[src/rtl/icr_pkg.sv]
package icr_pkg;
  // Default geometry of the interrupt control register
  localparam int unsigned ICR_NSRC = 5;
  localparam int unsigned ICR_DW   = 8;

  // Source bit positions; software decodes these
  localparam int unsigned SRC_TMR_A  = 0;
  localparam int unsigned SRC_TMR_B  = 1;
  localparam int unsigned SRC_ALARM  = 2;
  localparam int unsigned SRC_SERIAL = 3;
  localparam int unsigned SRC_EXTPIN = 4;

  typedef enum logic {
    MASK_CLEAR = 1'b0,
    MASK_SET   = 1'b1
  } mask_op_e;
endpackage

[src/rtl/icr_mask_reg.sv]
module icr_mask_reg
  import icr_pkg::*;
#(
  parameter int unsigned NSRC = ICR_NSRC
) (
  input  logic            clk,
  input  logic            rst_n,
  input  logic            upd_en,
  input  mask_op_e        upd_op,
  input  logic [NSRC-1:0] upd_sel,
  output logic [NSRC-1:0] mask_q
);
  // Each mask bit moves only when it is selected
  for (genvar i = 0; i < NSRC; i++) begin : g_bit
    always_ff @(posedge clk or negedge rst_n) begin
      if (!rst_n) begin
        mask_q[i] <= 1'b0;
      end else if (upd_en && upd_sel[i]) begin
        mask_q[i] <= (upd_op == MASK_SET);
      end
    end
  end
endmodule

[src/rtl/icr_flag_bank.sv]
module icr_flag_bank #(
  parameter int unsigned NSRC = 5
) (
  input  logic            clk,
  input  logic            rst_n,
  input  logic            ack,
  input  logic [NSRC-1:0] evt,
  output logic [NSRC-1:0] flag_q
);
  // A new event outranks the acknowledge, so a colliding pulse survives
  for (genvar i = 0; i < NSRC; i++) begin : g_flag
    always_ff @(posedge clk or negedge rst_n) begin
      if (!rst_n) begin
        flag_q[i] <= 1'b0;
      end else if (evt[i]) begin
        flag_q[i] <= 1'b1;
      end else if (ack) begin
        flag_q[i] <= 1'b0;
      end
    end
  end
endmodule

[src/rtl/icr_status.sv]
module icr_status #(
  parameter int unsigned NSRC = 5,
  parameter int unsigned DW   = 8
) (
  input  logic [NSRC-1:0] flag_q,
  input  logic [NSRC-1:0] mask_q,
  input  logic            rd_sel,
  output logic            pending,
  output logic [DW-1:0]   rdata
);
  localparam int unsigned PAD_W = DW - 1 - NSRC;

  assign pending = |(flag_q & mask_q);

  always_comb begin
    rdata = '0;
    if (rd_sel) begin
      rdata[NSRC-1:0] = flag_q;
      rdata[DW-1]     = pending;
    end
  end

  // Elaboration guard: the flags and the summary bit must fit the bus
  if (DW < NSRC + 1) begin : g_bad_width
    initial $error("icr_status: DW too small for NSRC flags plus summary");
  end else if (PAD_W > 0) begin : g_pad
    // Padding bits are left at the zero default above
  end
endmodule

[src/rtl/icr_top.sv]
module icr_top
  import icr_pkg::*;
#(
  parameter int unsigned NSRC = ICR_NSRC,
  parameter int unsigned DW   = ICR_DW
) (
  input  logic            clk,
  input  logic            rst_n,
  input  logic            bus_cs,
  input  logic            bus_rd,
  input  logic            bus_wr,
  input  logic [DW-1:0]   bus_wdata,
  output logic [DW-1:0]   bus_rdata,
  input  logic [NSRC-1:0] src_evt,
  output logic            irq_n
);
  localparam int unsigned OP_BIT = DW - 1;

  logic            wr_sel;
  logic            rd_sel;
  mask_op_e        wr_op;
  logic [NSRC-1:0] mask_q;
  logic [NSRC-1:0] flag_q;
  logic            pending;

  assign wr_sel = bus_cs && bus_wr;
  assign rd_sel = bus_cs && bus_rd;
  assign wr_op  = mask_op_e'(bus_wdata[OP_BIT]);

  if (OP_BIT > NSRC) begin : g_pad_in
    logic unused_wpad;
    assign unused_wpad = ^bus_wdata[OP_BIT-1:NSRC];
  end

  icr_mask_reg #(.NSRC(NSRC)) u_mask (
    .clk    (clk),
    .rst_n  (rst_n),
    .upd_en (wr_sel),
    .upd_op (wr_op),
    .upd_sel(bus_wdata[NSRC-1:0]),
    .mask_q (mask_q)
  );

  icr_flag_bank #(.NSRC(NSRC)) u_flags (
    .clk   (clk),
    .rst_n (rst_n),
    .ack   (rd_sel),
    .evt   (src_evt),
    .flag_q(flag_q)
  );

  icr_status #(.NSRC(NSRC), .DW(DW)) u_status (
    .flag_q (flag_q),
    .mask_q (mask_q),
    .rd_sel (rd_sel),
    .pending(pending),
    .rdata  (bus_rdata)
  );

  assign irq_n = !pending;
endmodule

[config.mk]
export PLATFORM = sky130hd
export DESIGN_NAME = icr_top
export DESIGN_NICKNAME = d
export VERILOG_FILES = /design/src/rtl/icr_pkg.sv /design/src/rtl/icr_mask_reg.sv /design/src/rtl/icr_flag_bank.sv /design/src/rtl/icr_status.sv /design/src/rtl/icr_top.sv
export SDC_FILE = /design/constraint.sdc
export NUM_CORES = 1
export LEC_CHECK = 0
export CORE_AREA = 2 2 39 41
export CTS_BUF_LIST = sky130_fd_sc_hd__clkbuf_2 sky130_fd_sc_hd__clkbuf_4 sky130_fd_sc_hd__clkbuf_8
export DETAILED_ROUTE_END_ITERATION = 10
export DIE_AREA = 0 0 41 43
export DONT_BUFFER_PORTS = 1
export GPL_ROUTABILITY_DRIVEN = 0
export HOLD_SLACK_MARGIN = 0.12
export PLACE_DENSITY = 0.52
export SLEW_MARGIN = 20
export SYNTH_ARGS = -nofsm -noshare
export SYNTH_HDL_FRONTEND = slang
export SYNTH_SLANG_ARGS = --single-unit
[constraint.sdc]
create_clock -name clk -period 0.87 [get_ports clk]
set_input_delay 0.0435 -clock clk [delete_from_list [all_inputs] [get_ports clk]]
set_output_delay 0.0435 -clock clk [all_outputs]
set_load 0.02 [all_outputs]
==> run summary, run 1 <==
Status: finished with violations
Failing checks: negative setup slack
Met1 wire length: 467 µm
Layout Nets: 81
Drt drc: 0
I/O Buffers: 0
Width of the die: 41 µm
CP delay by family, top: flip-flops
Overflow after GRT: 0
CORE AREA: 0.001384 mm²
Peak Freq: 0.7131 GHz
Switch Pwr: 329.6 µW
Clk_skew: 0 ns
Top FF cell, synth: dfrtp_1
Largest stage delay on the critical path: 0.39 ns
Detail Route Antenna Nets: 0
Worst-path clk slew: 0.07 ns
Most instantiated library cell after synthesis: dfrtp_1
Sw frac: 25.89%
RSZ-0062 raised after global routing: true
Pint: 943.4 µW
Startpoint types: register
Final wirelength: 1161 µm
Unique cell type count in the Yosys netlist: 14
CTS Sinks: 10
Finished Cell Area: 742.0 µm²
CP required: 0.83 ns
Leak: 0.3204 nW
Share of power burned in registers: 43.9%
Row count: 14
Placed cells: 58
Setup_tns: -1.753 ns
Buffer depth of the longest clock path: 2
Starting Density: 33.91%
Top post-synthesis cells by count: 10 x dfrtp_1, 5 x a21o_1, 5 x and3_2, 5 x nand3_1, 4 x mux2_1
Placed Instance Area: 506.7 µm²
WP data arrival: 1.36 ns
Max capacitance violation total: 0
Final Cycle Share: 161.2%
Detailed Route Iter0 Violations: 5
Reg2reg start: u_flags.flag_q[0]
Die H: 43 µm
Pre-antenna DRT Iters: 5
Inserted Clock Buffers: 3
Worst-case reg-to-reg path depth: 3
R2r setup slk: -0.01 ns
Crit end category: primary output
Crit Path Max Fanout: 2
Die ar.: 0.001763 mm²
Worst-Skew Late Latency: 0.27 ns
Top cell type by total area after synthesis: dfrtp_1
Final Hold Vio Count: 0
Crit path buffers/inverters: 1
Final setup fails: 8
Clk root buf: clkbuf_4
Post-CTS Hold Fix Bufs: 14
Crit Reg-Reg Endpoint: u_flags.flag_q[0]
Yosys warns: 0
Crit path time final: 1.402 ns
Mapped Area: 469.2 µm²
Worst slack, placed: -0.1936 ns
Maximum vdd ir drop: 0.0008153 V
Top layer in use: met4
Fraction of layout cells with a size suffix above 1: 30.65%
WP depth: 3
CP Class: register to primary output
Post-synth top area share: 53.33%
Total power: 1.273 mW
CTS tree: yes
Global-route wire length before repair: 1814 µm
Synth area leaders: dfrtp_1 53%, mux2_1 9.6%, a21o_1 8.0%
Hold WS: 0.01149 ns
CTS HTree Levels: 1
Final Max Slew Viols: 0
Combinational fraction of design power: 22.6%
Worst hold path class: primary input to register
Io pins: 27
Crit. Startpoint: u_flags.flag_q[0]
Area grow syn2layout: 58.13%
Cells after synthesis: 39
Register area share after synthesis: 53.33%
Routed wire per std cell: 14.88 µm
Fin cells: 78
Critical path destination: irq_n
Syn_area_per_cell: 12.03 µm²
Power per cell area: 1716 mW/mm²
Final worst slack: -0.5324 ns
Total track usage: 15.56%
Pin count of the biggest net entering global routing: 12
Yosys reg bits: 10
Vias per cell: 5.256
Post-synth EDFFs: 0
Vias: 410
CP cell instances: a222oi_1 -> buf_4 -> and2_4
Clock Power Share: 33.5%
Number of global-route vias before repair: 451
Met3 wire len: 84 µm
Layout Utilization: 53.62%
Initial antenna violation count: 0
Number of diodes: 0
Slowest CP cell: dfrtp_1
FFs w/ async S/R, synth: 100.0%
Met2 WL post-DR: 590 µm
cells by family after synthesis:
kind of cell    count (synthesis)  share of synthesized area, %
flops                          10                         53.33
compound gates                  8                         12.80
mux                             5                         12.00
other cells                     1                        0.7992
buf+inv                         3                         5.599
simple gates                   12                         15.47
worst reg2reg max path, stage by stage (launching register included):
cell     delay, ns
dfrtp_1       0.39
buf_4         0.14
buf_6         0.11
a21o_1        0.14
cell usage in the layout, fill, tap and decap left out, types with 2 or more instances in the layout:
master	n
mux2_1	4
buf_6	5
and3_4	5
nand3_1	5
conb_1	2
dlygate4sd3_1	13
clkbuf_4	3
a21o_1	5
dfrtp_1	10
buf_4	2
area by class of cell:
| class | instances | area [µm²] |
|---|---|---|
| Sequential cell | 10 | 250.2 |
| Fill cell | 119 | 641.9 |
| Timing Repair Buffer | 21 | 214.0 |
| Tap cell | 16 | 20.02 |
| Multi-Input combinational cell | 27 | 221.5 |
| Clock buffer | 4 | 36.28 |
power groups by stage:
stage | Clock [mW] | Sequential [mW] | Combinational [mW]
6_report | 0.427 | 0.559 | 0.288
5_1_grt | 0.473 | 0.567 | 0.311
4_1_cts | 0.425 | 0.558 | 0.255
3_5_place_dp | 0 | 0.566 | 0.178
3_3_place_gp | 0 | 0.565 | 0.170
2_1_floorplan | 0 | 0.556 | 0.153
sequential cells by signal, summed over array words and instances (netlist names):
name            cells
u_mask.mask_q       5
u_flags.flag_q      5
routing by layer:
layer | track usage (%) | vias up
met5 | 0 | -
met4 | 6.000 | 0
met3 | 5.236 | 3
met2 | 27.19 | 20
met1 | 15.77 | 201
li1 | - | 186
timing repair:
action | in CTS | in global routing
endpoints found under the hold margin | 20 | 3
resized for setup | 8 | 4
endpoints found under the setup margin | 7 | 10
pin swaps | 1 | 2
buffers inserted | 1 | 2
worst min path at each step:
stage / startpoint / end / cells after the start
2_1_floorplan: rst_n / u_flags.flag_q[0] / 0
3_3_place_gp: rst_n / u_flags.flag_q[1] / 0
3_5_place_dp: rst_n / u_flags.flag_q[1] / 0
4_1_cts: bus_cs / u_mask.mask_q[1] / 2
5_1_grt: bus_cs / u_mask.mask_q[0] / 2
6_report: bus_cs / u_mask.mask_q[4] / 2
Power figures use the tool's default switching activity.
==> inputs of run 2 (changes only) <==
- PLACE_DENSITY: 0.52 -> 0.5
- clock period: 0.87 -> 1.6 ns (I/O delays scaled with it)
==> run 2 against run 1 <==
Effect of this change: the flow now finishes without violations; register-to-register slack better by 0.27 ns; wire length decreased by 21%; final cell count is 7.7% lower; critical path type is now primary input to register; critical path depth is 1 higher; highest routed layer unchanged.
==> run summary, run 2 (same netlist as run 1, synthesis figures left out) <==
Status: completed
RSZ-0062 raised after global routing: false
Hold WS: 0.1483 ns
Worst slack, placed: 0.4432 ns
Total track usage: 13.03%
Leak: 0.2726 nW
Number of diodes: 0
Row count: 14
Placed Instance Area: 466.7 µm²
CP cell instances: dlygate4sd3_1 -> nand3_1 -> dlygate4sd3_1 -> mux2_1
Worst-Skew Late Latency: 0.25 ns
Width of the die: 41 µm
Clk_skew: 0 ns
Final Cycle Share: 94.11%
Detailed Route Iter0 Violations: 5
Crit. Startpoint: bus_wr
Final Max Slew Viols: 0
Worst-path clk slew: 0.06 ns
CP required: 1.73 ns
Total power: 577.8 µW
Initial antenna violation count: 0
Crit path time final: 1.506 ns
Final setup fails: 0
Multi-input gate area: 196.4 µm²
Most common cell after layout, fill and taps aside: dlygate4sd3_1
Final Hold Vio Count: 0
Clk root buf: clkbuf_4
# fillers: 143
Pre-antenna DRT Iters: 4
Reg2reg start: u_mask.mask_q[2]
Starting Density: 33.91%
Setup_tns: 0 ns
Post-DP HPWL: 711.4 µm
Vias: 365
CORE AREA: 0.001384 mm²
Inserted Clock Buffers: 3
Overflow after GRT: 0
Final wirelength: 913 µm
Peak Freq: 0.6641 GHz
I/O Buffers: 0
Buffer depth of the longest clock path: 2
Detail Route Antenna Nets: 0
Startpoint types: primary input
Drt drc: 0
Die ar.: 0.001763 mm²
Max capacitance violation total: 0
Crit end category: register
Die H: 43 µm
Start point of the worst hold path: bus_cs
Maximum vdd ir drop: 0.0004836 V
Slowest CP cell: dlygate4sd3_1
CP dominant cell by count: dlygate4sd3_1
Number of global-route vias before repair: 360
Largest stage delay on the critical path: 0.59 ns
Storage cell area: 250.2 µm²
Fin cells: 72
Pin count of the biggest net entering global routing: 12
Routed wire per std cell: 12.68 µm
CP Class: primary input to register
Fraction of layout cells with a size suffix above 1: 16.07%
Power per cell area: 889.7 mW/mm²
Area grow syn2layout: 38.40%
Io pins: 27
Finished Cell Area: 649.4 µm²
Worst hold path class: primary input to register
Final worst slack: 0.09425 ns
Global-route wire length before repair: 1462 µm
CTS tree: yes
CTS Sinks: 10
WP data arrival: 1.63 ns
Crit Path Max Fanout: 4
Most frequent cells in the layout: 16 x dlygate4sd3_1, 10 x dfrtp_1, 5 x and3_2, 5 x nand3_1, 5 x a21o_1
Layout Utilization: 46.93%
CTS HTree Levels: 1
Layout Nets: 76
Top flop regs: u_flags.flag_q: 5 flops, u_mask.mask_q: 5 flops
Vias per cell: 5.069
Placed cells: 53
[run 2: cell count changes in the layout (fill, tap and decap cells not counted)]
cell	previous run	this run
a21oi_1	0	1
a21oi_2	1	0
and2_1	0	1
and2_4	1	0
and3_2	0	5
and3_4	5	0
buf_4	2	0
buf_6	5	0
clkbuf_8	1	0
dlygate4sd3_1	13	16
dlymetal6s4s_1	1	0
[run 2: path summary, 6_finish.rpt]
path                                     end  slack, ns  cells after the start
min                        u_flags.flag_q[2]       0.15                      2
max in group asynchronous   u_mask.mask_q[4]       1.10                      1
max reg2reg                 u_mask.mask_q[2]       0.26                      2
min reg2reg                u_flags.flag_q[4]       0.49                      1
min in group asynchronous  u_flags.flag_q[1]       0.20                      1
max                         u_mask.mask_q[3]       0.09                      4
[run 2: final cells by class]
cell class / instances / area share (%)
repair buffers: 16 / 24.66
flip-flops and latches: 10 / 38.54
multi-input cells: 27 / 30.25
well taps: 16 / 3.083
clock buffers: 3 / 3.468
[run 2: report_power, final]
part           total [mW]  internal (mW)  switching, mW
clock               0.155         0.0859         0.0688
combinational       0.118         0.0640         0.0542
sequential          0.305          0.286         0.0193
[run 2: worst max-delay path, delay by kind of cell]
| kind | cells | cell delay (ns) |
|---|---|---|
| and+or+nand+nor | 1 | 0.08 |
| buffers and inverters | 2 | 1.16 |
| muxes | 1 | 0.31 |
[run 2: repair_timing]
item                       4_1_cts  5_1_grt
gates resized for setup          0        0
hold buffers                    16        0
buffers inserted                 0        0
hold endpoints to repair        20        0
setup endpoints to repair        0        0
[run 2: metal layers]
layer / vias up / routed length [µm] / GRT usage (%)
met4: 0 / 7 / 4.000
li1: 173 / - / -
met1: 179 / 356 / 12.79
met3: 2 / 74 / 7.853
met2: 11 / 474 / 21.56
met5: - / 0 / 0
==> inputs of run 3 (changes only) <==
- CTS_BUF_LIST: sky130_fd_sc_hd__clkbuf_2 sky130_fd_sc_hd__clkbuf_4 sky130_fd_sc_hd__clkbuf_8 -> sky130_fd_sc_hd__clkbuf_8
- RECOVER_POWER: default -> 25
==> run 3 against run 2 <==
Effect of this change: count of clock-buffer cells in the layout unchanged; via count is 0.27% higher; clock power up 54%; die area stayed put; critical path type unchanged; highest routed layer unchanged.
==> run summary, run 3 (same netlist as run 1, synthesis figures left out) <==
Number of global-route vias before repair: 356
Final Cycle Share: 95.86%
Peak Freq: 0.6520 GHz
Combinational fraction of design power: 17.8%
CORE AREA: 0.001384 mm²
Final Hold Vio Count: 0
Detail Route Antenna Nets: 0
CTS tree: yes
I/O Buffers: 0
Maximum vdd ir drop: 0.0008895 V
Status: completed
Vias: 366
Worst-Skew Late Latency: 0.23 ns
Pre-antenna DRT Iters: 4
WP data arrival: 1.63 ns
Share of power burned in registers: 46.1%
Pint: 513.3 µW
Top flop regs: u_flags.flag_q: 5 flops, u_mask.mask_q: 5 flops
Die H: 43 µm
Post CTS Setup Buffer Count: 0
Sw frac: 22.56%
Leak: 0.2803 nW
Final wirelength: 907 µm
Row count: 14
Area grow syn2layout: 42.40%
CP Class: primary input to register
Buffer depth of the longest clock path: 2
Clk_skew: 0 ns
Power per cell area: 992.1 mW/mm²
Most common cell after layout, fill and taps aside: dlygate4sd3_1
Fraction of layout cells with a size suffix above 1: 16.07%
Crit Path Max Fanout: 4
Overflow after GRT: 0
Clock Power Share: 36.1%
Crit end category: register
Startpoint types: primary input
CTS HTree Levels: 1
Io pins: 27
Worst hold path class: primary input to register
Final Max Slew Viols: 0
Starting Density: 33.91%
Clk root buf: clkbuf_8
Max capacitance violation total: 0
Global-route wire length before repair: 1462 µm
Crit path time final: 1.534 ns
CTS Sinks: 10
Final setup fails: 0
Worst slack, placed: 0.4432 ns
CP required: 1.70 ns
Post-CTS Resized: 0
Width of the die: 41 µm
Initial antenna violation count: 0
Layout Nets: 76
Die ar.: 0.001763 mm²
Layout Utilization: 48.28%
Vias per cell: 5.083
Routed wire per std cell: 12.60 µm
Switch Pwr: 149.5 µW
Most frequent cells in the layout: 16 x dlygate4sd3_1, 10 x dfrtp_1, 5 x and3_2, 5 x nand3_1, 5 x a21o_1
Drt drc: 0
Detailed Route Iter0 Violations: 4
Setup_tns: 0 ns
Total track usage: 13.03%
Worst-path clk slew: 0.04 ns
Number of diodes: 0
RSZ-0062 raised after global routing: false
Post-DP HPWL: 711.4 µm
Finished Cell Area: 668.1 µm²
Placed Instance Area: 466.7 µm²
# fillers: 140
Inserted Clock Buffers: 3
Pin count of the biggest net entering global routing: 12
Hold Path Stages: 2
Final worst slack: 0.06620 ns
Worst-case reg-to-reg path depth: 2
## run 3: cell count changes in the layout (fill, tap and decap cells not counted)
| cell | previous run | this run |
|---|---|---|
| clkbuf_4 | 3 | 0 |
| clkbuf_8 | 0 | 3 |
## run 3: final cells by class
class,count,area [µm²],share of cell area [%]
sequential,10,250.2,37.45
multi-input combinational,27,196.4,29.40
timing repair buffer,16,160.2,23.97
clock buffer,3,41.29,6.180
tap,16,20.02,2.996
## run 3: power groups by stage
stage               Combinational (mW)  Sequential, mW  Clock [mW]
floorplan                       0.0791           0.302           0
global placement                0.0768           0.309           0
detailed placement              0.0796           0.309           0
CTS                              0.120           0.306       0.245
global route                     0.130           0.308       0.268
finish                           0.118           0.306       0.239
## run 3: per-layer routing
metal	GRT usage [%]	vias to the layer above	share of wire, %
met1	12.79	180	38
met4	4.000	0	0.77
met2	21.56	11	53
met3	7.853	2	8.0
li1	-	173	-
met5	0	-	0
## run 3: worst max-delay path, stage by stage
cell and delay (ns):
dlygate4sd3_1 0.59, nand3_1 0.08, dlygate4sd3_1 0.57, mux2_1 0.31
## run 3: worst paths after layout
path | to | slack (ns) | from
worst min register to register | u_flags.flag_q[4] | 0.49 | u_flags.flag_q[4]
max in group asynchronous | u_mask.mask_q[0] | 1.08 | rst_n
worst max-delay path | u_mask.mask_q[3] | 0.07 | bus_wr
min in group asynchronous | u_flags.flag_q[2] | 0.22 | rst_n
worst min-delay path | u_flags.flag_q[2] | 0.18 | bus_cs
worst max register to register | u_mask.mask_q[2] | 0.26 | u_mask.mask_q[2]
## run 3: metrics by stage
step / total power, mW / cells / hold WS (ns)
2_1_floorplan: 0.3814 / 40 / -0.2156
3_3_place_gp: 0.3854 / 53 / -0.2153
3_5_place_dp: 0.3891 / 53 / -0.2153
4_1_cts: 0.6709 / 72 / 0.1785
5_1_grt: 0.7059 / 72 / 0.1895
6_report: 0.6628 / 72 / 0.1777
## run 3: timing repair
action                     CTS  global route
hold buffers                16             0
setup endpoints to repair    0             0
hold endpoints to repair    20             0
